<file path="src/rtl/pfs_pkg.sv">
package pfs_pkg;
  typedef enum logic [1:0] {
    PU_WAIT = 2'd0,  // power-good absent, waiting for it to return
    PU_HOLD = 2'd1,  // fixed low period running
    PU_RUN  = 2'd2   // power_up asserted
  } pu_state_e;
endpackage

</file>
<file path="src/rtl/pfs_sync.sv">
module pfs_sync #(
  parameter int unsigned W       = 1,
  parameter int unsigned STAGES  = 2,
  parameter logic [W-1:0] RST_VAL = '0
) (
  input  logic         clk_i,
  input  logic         rst_ni,
  input  logic [W-1:0] d_i,
  output logic [W-1:0] q_o
);
  logic [W-1:0] stg_q [STAGES];

  always_ff @(posedge clk_i or negedge rst_ni) begin
    if (!rst_ni) begin
      for (int i = 0; i < STAGES; i++) stg_q[i] <= RST_VAL;
    end else begin
      stg_q[0] <= d_i;
      for (int i = 1; i < STAGES; i++) stg_q[i] <= stg_q[i-1];
    end
  end

  assign q_o = stg_q[STAGES-1];
endmodule

</file>
<file path="src/rtl/pfs_fault_eval.sv">
module pfs_fault_eval #(
  parameter int unsigned N_RAILS = 2,
  parameter int unsigned N_TEMP  = 2
) (
  input  logic               clk_i,
  input  logic               rst_ni,
  input  logic               line_low_s_i,
  input  logic [N_RAILS-1:0] rail_uv_s_i,
  input  logic [N_TEMP-1:0]  temp_ok_s_i,
  input  logic [N_RAILS-1:0] rail_ov_s_i,
  input  logic               pg_bus_s_i,
  output logic               local_fault_o,
  output logic               pg_ok_o,
  output logic               ov_latched_o
);
  logic recov_fault;
  logic ov_now;
  logic ov_q;

  assign recov_fault = line_low_s_i | (|rail_uv_s_i) | ~(&temp_ok_s_i);
  assign ov_now      = |rail_ov_s_i;

  // sticky until power-on reset
  always_ff @(posedge clk_i or negedge rst_ni) begin
    if (!rst_ni)     ov_q <= 1'b0;
    else if (ov_now) ov_q <= 1'b1;
  end

  assign local_fault_o = recov_fault | ov_now | ov_q;
  assign pg_ok_o       = ~local_fault_o & pg_bus_s_i;
  assign ov_latched_o  = ov_q;
endmodule

</file>
<file path="src/rtl/pfs_hold_timer.sv">
module pfs_hold_timer
  import pfs_pkg::*;
#(
  parameter int unsigned HOLD_CYC = 16384
) (
  input  logic clk_i,
  input  logic rst_ni,
  input  logic pg_ok_i,
  output logic power_up_o
);
  localparam int unsigned CNT_W = (HOLD_CYC > 2) ? $clog2(HOLD_CYC) : 1;
  localparam logic [CNT_W-1:0] CNT_LAST = CNT_W'(HOLD_CYC - 1);

  pu_state_e       state_q, state_d;
  logic [CNT_W-1:0] cnt_q, cnt_d;

  always_comb begin
    state_d = state_q;
    cnt_d   = cnt_q;
    unique case (state_q)
      PU_RUN: begin
        if (!pg_ok_i) begin
          state_d = PU_HOLD;
          cnt_d   = '0;
        end
      end
      PU_HOLD: begin
        // level of pg_ok is only looked at on expiry
        if (cnt_q == CNT_LAST) begin
          state_d = pg_ok_i ? PU_RUN : PU_WAIT;
          cnt_d   = '0;
        end else begin
          cnt_d = cnt_q + 1'b1;
        end
      end
      PU_WAIT: begin
        if (pg_ok_i) begin
          state_d = PU_HOLD;
          cnt_d   = '0;
        end
      end
      default: begin
        state_d = PU_WAIT;
        cnt_d   = '0;
      end
    endcase
  end

  always_ff @(posedge clk_i or negedge rst_ni) begin
    if (!rst_ni) begin
      state_q <= PU_WAIT;
      cnt_q   <= '0;
    end else begin
      state_q <= state_d;
      cnt_q   <= cnt_d;
    end
  end

  assign power_up_o = (state_q == PU_RUN);
endmodule

</file>
<file path="src/rtl/pwr_fail_supervisor.sv">
module pwr_fail_supervisor #(
  parameter int unsigned N_RAILS     = 2,
  parameter int unsigned N_TEMP      = 2,
  parameter int unsigned HOLD_CYC    = 16384,
  parameter int unsigned SYNC_STAGES = 2
) (
  input  logic               clk_i,
  input  logic               rst_ni,
  input  logic               line_low_i,
  input  logic [N_RAILS-1:0] rail_uv_i,
  input  logic [N_TEMP-1:0]  temp_ok_i,
  input  logic [N_RAILS-1:0] rail_ov_i,
  input  logic               pg_bus_i,
  output logic               pg_pull_low_o,
  output logic               power_up_o,
  output logic               prereg_inhibit_o,
  output logic               crowbar_o
);
  localparam int unsigned SW = 2 + 2 * N_RAILS + N_TEMP;
  // reset value: line low, rails under, thermals open, no overvoltage, bus low
  localparam logic [SW-1:0] SYNC_RST = {1'b1, {N_RAILS{1'b1}}, {N_TEMP{1'b0}},
                                        {N_RAILS{1'b0}}, 1'b0};

  logic [SW-1:0]      raw_vec, sync_vec;
  logic               line_low_s, pg_bus_s;
  logic [N_RAILS-1:0] rail_uv_s, rail_ov_s;
  logic [N_TEMP-1:0]  temp_ok_s;
  logic               local_fault, pg_ok, ov_latched;

  assign raw_vec = {line_low_i, rail_uv_i, temp_ok_i, rail_ov_i, pg_bus_i};

  pfs_sync #(
    .W      (SW),
    .STAGES (SYNC_STAGES),
    .RST_VAL(SYNC_RST)
  ) i_sync (
    .clk_i (clk_i),
    .rst_ni(rst_ni),
    .d_i   (raw_vec),
    .q_o   (sync_vec)
  );

  assign {line_low_s, rail_uv_s, temp_ok_s, rail_ov_s, pg_bus_s} = sync_vec;

  pfs_fault_eval #(
    .N_RAILS(N_RAILS),
    .N_TEMP (N_TEMP)
  ) i_fault (
    .clk_i        (clk_i),
    .rst_ni       (rst_ni),
    .line_low_s_i (line_low_s),
    .rail_uv_s_i  (rail_uv_s),
    .temp_ok_s_i  (temp_ok_s),
    .rail_ov_s_i  (rail_ov_s),
    .pg_bus_s_i   (pg_bus_s),
    .local_fault_o(local_fault),
    .pg_ok_o      (pg_ok),
    .ov_latched_o (ov_latched)
  );

  pfs_hold_timer #(
    .HOLD_CYC(HOLD_CYC)
  ) i_hold (
    .clk_i     (clk_i),
    .rst_ni    (rst_ni),
    .pg_ok_i   (pg_ok),
    .power_up_o(power_up_o)
  );

  assign pg_pull_low_o    = local_fault;
  assign crowbar_o        = ov_latched;
  assign prereg_inhibit_o = ov_latched;
endmodule

</file>
<file path="config.mk">
export PLATFORM = sky130hd
export DESIGN_NAME = pwr_fail_supervisor
export DESIGN_NICKNAME = d
export VERILOG_FILES = /design/src/rtl/pfs_pkg.sv /design/src/rtl/pfs_sync.sv /design/src/rtl/pfs_fault_eval.sv /design/src/rtl/pfs_hold_timer.sv /design/src/rtl/pwr_fail_supervisor.sv
export SDC_FILE = /design/constraint.sdc
export NUM_CORES = 1
export LEC_CHECK = 0
export BUFFER_PORTS_ARGS = -buffer_cell sky130_fd_sc_hd__buf_2
export CAP_MARGIN = 20
export CORE_MARGIN = 5
export CORE_UTILIZATION = 45
export CTS_BUF_LIST = sky130_fd_sc_hd__clkbuf_4
export CTS_CLUSTER_SIZE = 20
export DETAILED_ROUTE_END_ITERATION = 10
export HOLD_SLACK_MARGIN = 0.15
export PLACE_DENSITY = 0.72
export SLEW_MARGIN = 20
export SYNTH_ARGS = -nofsm -noshare
export SYNTH_HDL_FRONTEND = slang
export SYNTH_SLANG_ARGS = --single-unit
</file>
<file path="constraint.sdc">
create_clock -name clk_i -period 2.3 [get_ports clk_i]
set_clock_uncertainty 0.05 [all_clocks]
set_input_delay 0.115 -clock clk_i [delete_from_list [all_inputs] [get_ports clk_i]]
set_output_delay 0.115 -clock clk_i [all_outputs]
set_load 0.02 [all_outputs]
</file>
# [Word level (Yosys, flattened, before mapping)]
# Cells that the tools add are included.
[classes] n_lt_le_gt_ge=0 shift=0 bitwise=7 mux=9 eq_ne=6 add_sub_neg=1 n_reduce_logical=6 n_mul=0 n_div=0
[op_table] op="$mux 14" count=3
[op_table] op="$pmux 14 s3" count=1
[op_table] op="$add 14x1->14 const B" count=1
[op_table] op="$eq 14x14->1 const B" count=1
[op_table] op="$mux 2" count=4
[op_table] op="$pmux 2 s3" count=1
[op_table] op="$ne 2x1->1 const B" count=2
[op_table] op="$or 1x1->1" count=4
[op_table] op="$reduce_and 2->1" count=2
[op_table] op="$reduce_or 2->1" count=2
[op_table] op="$reduce_and 3->1" count=1
[op_table] op="$eq 2x1->1 const B" count=1
[op_table] op="$eq 2x2->1 const B" count=1
[op_table] op="$logic_not 2->1" count=1
[op_table] op="$ne 2x2->1 const B" count=1
[op_table] op="$not 1->1" count=2
[op_table] op="$and 1x1->1" count=1
[word_totals] n_memories=0 latchBits=0 register_bits=33 rom_bits=0 inputBits=10 elab_cells=34 output_inout_bits=4 ram_bits=0

# [Logic depth before layout (Yosys ltp)]
# Gate-level depths: netlist of the first run.
[logic_depth] word_depth=10 depth_mapped=6 ltp_nobuf=5

# [Modules after synthesis]
# From an unflattened synthesis of the first run, not the netlist that was laid out.
[hier_totals] hier_cells=123 hier_area_um2=1441.4
[modules_own_cells] mod="pfs_hold_timer" cells_each=91 n_inst=1 seq_area_each_um2=400.4 area_each_um2=897.1
[modules_own_cells] mod="pfs_sync" cells_each=24 n_inst=1 seq_area_each_um2=407.9 area_each_um2=467.9
[modules_own_cells] mod="pfs_fault_eval" cells_each=7 n_inst=1 seq_area_each_um2=25.0 area_each_um2=68.8
[modules_own_cells] mod="pwr_fail_supervisor" cells_each=1 n_inst=1 seq_area_each_um2=0.0 area_each_um2=7.5

# [Worst setup path after synthesis of the first run]
# OpenSTA, ideal clock, no wires.
[synth_timing] kind="register to register" start="reg i_hold.cnt_q[0]" end="reg i_hold.cnt_q[12]" path_buffers=1 stages_incl_launch_ff=7 period_less_slack_ns=1.894 setup_slack_ns=0.406 setup_ns=0.124 arrival_time_ns=1.720 t_required_ns=2.126 cell_sequence="dfrtp_1 -> ha_1 -> nand4_4 -> o41a_1 -> buf_6 -> and3_4 -> a211o_1"
[synth_via] elab_chain_len=3 word_cells_on_any_way=4 classes_between="1 x add/sub; 1 x eq/ne; 2 x mux"
[synth_rtl] item="start, declared" line_no="pfs_hold_timer.sv:15" text="logic [CNT_W-1:0] cnt_q, cnt_d;"
[synth_rtl] item="start signal, assigned" line_no="pfs_hold_timer.sv:55" text="cnt_q <= cnt_d;"
[synth_rtl] item="$add 14x1->14 or $eq 14x14->1 (tied branches)" line_no="pfs_hold_timer.sv:33, pfs_hold_timer.sv:29"
[synth_rtl] item="$mux 14 (*)" line_no="pfs_hold_timer.sv:29" text="if (cnt_q == CNT_LAST) begin"
[synth_rtl] item="$pmux 14 s3 (*)" line_no="pfs_hold_timer.sv:20" text="unique case (state_q)"
# Mark *: on every way between the ends. The rest lies on a longest branch, timed or not.
# A chain may end at the register's enable or synchronous reset.

# [Final worst setup path of the first run]
# Ends and elaborated chain as after synthesis.

==> impl_metrics.json, run 1 <==
{
  "cp-start-kind": "flop",
  "cts_num_sinks": 33,
  "switching_share": 0.298,
  "p_seq_frac": 0.516,
  "timing.final.ws_setup_ps": 211,
  "clock.fmax_mhz": 479,
  "viasPerCell": 5.35,
  "numCtsBuffers": 5,
  "max-cap-violations": 0,
  "ys_seq_area_frac": 0.579,
  "wire_per_inst_um": 13.7,
  "postRouteWirelength_um": 2550,
  "yosysMostFrequentCell": "dfrtp_1",
  "rows": 20,
  "ys_ff_latch": 33,
  "drv_slew": 0,
  "crit_path_end": "i_hold.cnt_q[12]",
  "internal_power_uw": 1030,
  "grt_pass1_wl_um": 4570,
  "drtAntennaViolNets": 0,
  "irDropWorstVdd_mv": 0.458,
  "worstSetupEndpointType": "flop",
  "coreArea_sq_um": 3050,
  "rsz0062_at_grt": "false",
  "layout-drive-gt1-share": 0.261,
  "io_buffers": 13,
  "start_util": 0.471,
  "cts_htree_levels": 2,
  "gp_congestion": 0.830,
  "rr_worst_depth": 5,
  "cts_tree": "yes",
  "cts.reportedPaths.clkPinSlew_ps": 110,
  "worstSetupPathType": "flop to flop",
  "netlist.top_cell.by_area": "dfrtp_1",
  "die_w_um": 66.5,
  "syn_inst": 115,
  "switchingPower_uw": 437,
  "synth_edf_count": 0,
  "drt-pass1-iter-count": 4,
  "period_needed_ps": 2090,
  "cts.repair.resized": 0,
  "cts-root-buf": "clkbuf_4",
  "r2r_slack_ps": 210,
  "fin_cells": 186,
  "power_density_nw_per_um2": 857,
  "combPwrFrac": 0.186,
  "grt_pass1_vias": 1026,
  "synth_cell_type_count": 40,
  "syn_nets": 126,
  "cp.required_ps": 2480,
  "grt_overflow_total": 0,
  "clk_latency_ps": 340,
  "crit_start": "i_hold.cnt_q[0]",
  "dr_total_vias": 995,
  "yosys_most_used_dff": "dfrtp_1",
  "hp-class": "input pin to async pin",
  "pre_cts_ws_ps": 234,
  "reg2reg_from": "i_hold.cnt_q[0]",
  "antenna_cells": 0,
  "dieArea_sq_um": 4430,
  "status": "finished clean",
  "timing.rr.end": "i_hold.cnt_q[12]",
  "cp.arrival_ps": 2270,
  "io_pins": 14,
  "grt_usage": 0.141,
  "post_dp_cell_area_sq_um": 1530,
  "syn_area_sq_um": 1440,
  "dp_hpwl_um": 1780,
  "synth_top_cells_by_area": "dfrtp_1 (47%), dfstp_2 (11%), a211o_1 (4.9%), and3_1 (2.2%), nand3_1 (2.1%)",
  "maxSlewHeadroom": 0.551,
  "period_share": 0.908,
  "grt_start_max_net_pins": 34,
  "synth_top_area_frac": 0.470,
  "synthTopCellsByCount": "dfrtp_1 (27), a211o_1 (8), dfstp_2 (6), nand3_1 (6), nor3_1 (6)",
  "worst-path-max-fanout": 11,
  "drt_first_iter_violations": 37,
  "power_leakage_uw": 0.000818,
  "final.setup.tns_ps": 0,
  "die_h_um": 66.5,
  "setup_violations": 0,
  "drc": 0,
  "cts.path.max_buffers": 2,
  "syn_to_final_growth_pct": 18.7,
  "dp.cells": 169,
  "yosys_warnings": 0,
  "power_frac_clock": 0.299,
  "fin_nets": 152,
  "final_hold_viol_count": 0,
  "design_area_sq_um": 1710,
  "avgSynthCellArea_sq_um": 12.5,
  "grt_antenna_before_repair": 0,
  "tightest_slew_ps": 673,
  "ys_async_sr_fraction": 1.00
}
## registers in the layout, indices dropped and copies added (netlist names)
name and count:
i_hold.cnt_q 14, i_sync.q_o 8, i_sync.stg_q 8, i_hold.state_q 2, i_fault.ov_latched_o 1
## stage by stage
stage	hold WS [ps]	util	power, uW
final	276	0.559	1460
after global routing	317	0.559	1560
after CTS	294	0.559	1480
after detailed placement	143	0.502	1030
after global placement	134	0.502	1010
after floorplan	-231	-	963
## final cells by class
class,count,area [sq um]
Timing Repair Buffer,24,170
Tap cell,44,55.1
Sequential cell,33,833
Multi-Input combinational cell,74,554
Clock buffer,5,37.5
Fill cell,266,1350
Clock inverter,3,46.3
Inverter,3,11.3
## placed cells by master, fill, tap and decap left out, types with 4 or more instances in the layout
cell and n:
a211o_1 8, and3_1 5, buf_2 13, clkbuf_4 5
dfrtp_1 27, dfstp_2 6, dlygate4sd3_1 9, nand2_1 5
nand3_1 6, nor3_1 6, nor4_1 4
## critical path, cell delays in order (launching register included)
cell	delay, ps
dfrtp_1	410
ha_1	280
nand4_4	150
o41a_1	580
and3_4	230
a211o_1	260
## worst min path at each step
| stage | from | to | cells past startpoint | slack (ps) |
|---|---|---|---|---|
| after floorplan | rst_ni | i_fault.ov_latched_o | 0 | -230 |
| after global placement | rst_ni | i_sync.stg_q[12] | 1 | 130 |
| after detailed placement | rst_ni | i_sync.stg_q[12] | 1 | 140 |
| after CTS | rst_ni | i_sync.stg_q[12] | 2 | 290 |
| after global routing | i_sync.stg_q[13] | i_sync.q_o[5] | 0 | 320 |
| final | rst_ni | i_sync.stg_q[12] | 2 | 280 |
## cells by family (layout without fill, tap and decap cells)
family,after synthesis,after routing,synth area share
and+or+nand+nor,46,46,0.212
DFF,33,33,0.579
AOI/OAI and AO/OA,24,24,0.143
buffers and inverters,8,35,0.0357
muxes,2,2,0.0157
adders and majority gates,1,1,0.00869
xor gates and xnor gates,1,1,0.00609
## power by group through the flow
| stage | clock network (uW) | logic (uW) | registers (uW) |
|---|---|---|---|
| finish | 437 | 272 | 755 |
| global route | 477 | 311 | 768 |
| CTS | 449 | 275 | 754 |
| detailed placement | 0 | 262 | 765 |
| global placement | 0 | 254 | 756 |
| floorplan | 0 | 236 | 727 |
## what timing repair did
item	4_1_cts	5_1_grt
endpoints found under the hold margin	39	0
setup buffers	0	0
hold buffers	9	0
## per-layer routing
metal | wire length (um) | track usage
met5 | 0 | 0
met4 | 56 | 0.0711
met3 | 119 | 0.0506
met2 | 1300 | 0.233
met1 | 1070 | 0.161
No activity file was read; power rests on OpenSTA's default activity.
==> inputs of run 2 (changes only) <==
--- a/config.mk
+++ b/config.mk
@@ -9,7 +9,7 @@
 export CAP_MARGIN = 20
 export CORE_MARGIN = 5
 export CORE_UTILIZATION = 45
-export CTS_BUF_LIST = sky130_fd_sc_hd__clkbuf_4
+export CTS_BUF_LIST = sky130_fd_sc_hd__clkbuf_16
 export CTS_CLUSTER_SIZE = 20
 export DETAILED_ROUTE_END_ITERATION = 10
 export HOLD_SLACK_MARGIN = 0.15
==> impl_metrics.json, run 2 (same netlist as run 1, synthesis figures left out) <==
{
  "gp_congestion": 0.830,
  "grt_antenna_before_repair": 0,
  "die_w_um": 66.5,
  "route.met2.wl_um": 1320,
  "start_util": 0.471,
  "setup_violations": 0,
  "viasPerCell": 5.39,
  "grt_start_max_net_pins": 34,
  "largest_reg_flops": 14,
  "post-route-util": 0.588,
  "cts.reportedPaths.clkPinSlew_ps": 50,
  "io_pins": 14,
  "nFillCells": 256,
  "grt_pass1_wl_um": 4630,
  "maxSlewHeadroom": 0.546,
  "period_share": 0.904,
  "layout-drive-gt1-share": 0.261,
  "layout_common_cells": "dfrtp_1 (27), buf_2 (13), dlygate4sd3_1 (9)",
  "syn_to_final_growth_pct": 24.8,
  "max-cap-violations": 0,
  "rows": 20,
  "die_h_um": 66.5,
  "timing.final.ws_setup_ps": 221,
  "tightest_slew_ps": 681,
  "worstSetupEndpointType": "flop",
  "drtAntennaViolNets": 0,
  "dr_wl_met3_um": 136,
  "multiInputGateArea_sq_um": 554,
  "cts_tree": "yes",
  "routed.top_layer": "met4",
  "final.setup.tns_ps": 0,
  "wire_per_inst_um": 13.9,
  "dp_hpwl_um": 1780,
  "numCtsBuffers": 5,
  "hp-class": "flop to flop",
  "final_hold_viol_count": 0,
  "dieArea_sq_um": 4430,
  "drt_first_iter_violations": 43,
  "cts_htree_levels": 2,
  "power_leakage_uw": 0.000857,
  "io_buffers": 13,
  "pre_cts_ws_ps": 234,
  "cts.repair.resized": 0,
  "worstSetupPathType": "flop to flop",
  "grt_pass1_vias": 1037,
  "cp.required_ps": 2410,
  "cp-start-kind": "flop",
  "worst-path-max-fanout": 11,
  "period_needed_ps": 2080,
  "cts.path.max_buffers": 2,
  "postRouteWirelength_um": 2590,
  "grt_overflow_total": 0,
  "dp.cells": 169,
  "irDropWorstVdd_mv": 0.449,
  "cts_num_sinks": 33,
  "antenna_cells": 0,
  "clk_latency_ps": 280,
  "cts_setup_buffers": 0,
  "cp.arrival_ps": 2180,
  "power_density_nw_per_um2": 993,
  "largest-register": "i_hold.cnt_q",
  "drt-met1-wl_um": 1110,
  "drc": 0,
  "clock.fmax_mhz": 481,
  "coreArea_sq_um": 3050,
  "rsz0062_at_grt": "false",
  "cts-root-buf": "clkbuf_16",
  "dr_total_vias": 1002,
  "register_area_sq_um": 833,
  "fin_cells": 186,
  "grt_usage": 0.141,
  "drt-pass1-iter-count": 4,
  "drv_slew": 0,
  "final_common_cell": "dfrtp_1",
  "fin_nets": 152,
  "status": "finished clean"
}
==> run 2: power breakdown <==
part	switching (uW)	internal [uW]	total (uW)
combinational	130	143	273
clock	241	512	752
sequential	101	656	757
==> run 2: worst max-delay path: stages (launching register included) <==
cell,delay [ps]
dfrtp_1,400
ha_1,280
nand4_4,150
o41a_1,580
and3_4,230
a211o_1,260
==> run 2: repair_timing <==
item | in CTS | in global routing
endpoints found under the setup margin | 0 | 0
hold buffers | 9 | 0
hold endpoints to repair | 35 | 0
==> run 2: metrics by stage <==
stage	total power [uW]	cell area, sq um	hold slack [ps]
after global placement	1010	1530	134
after CTS	1800	1800	301
after detailed placement	1030	1530	143
after floorplan	963	1440	-231
final	1780	1800	300
after global routing	1870	1800	307
==> run 2: final timing paths <==
kind / from / endpoint / slack (ps) / cells past startpoint
worst min-delay path: i_sync.stg_q[9] / i_sync.q_o[1] / 300 / 0
worst max register to register: i_hold.cnt_q[0] / i_hold.cnt_q[12] / 220 / 5
min in group asynchronous: rst_ni / i_sync.stg_q[12] / 360 / 2
worst min register to register: i_sync.stg_q[9] / i_sync.q_o[1] / 300 / 0
max in group asynchronous: rst_ni / i_hold.cnt_q[4] / 1400 / 2
worst max-delay path: i_hold.cnt_q[0] / i_hold.cnt_q[12] / 220 / 5
==> run 2: area by class of cell <==
class / instances / area share
Sequential cell: 33 / 0.464
Clock buffer: 5 / 0.0697
Clock inverter: 3 / 0.0258
Multi-Input combinational cell: 74 / 0.309
Timing Repair Buffer: 24 / 0.0948
Tap cell: 44 / 0.0307
Inverter: 3 / 0.00627
==> run 2: metal layers <==
metal	GRT usage	vias to the layer above
li1	-	495
met1	0.164	479
met2	0.239	23
met3	0.0506	5
met4	0.0482	0
met5	0	-
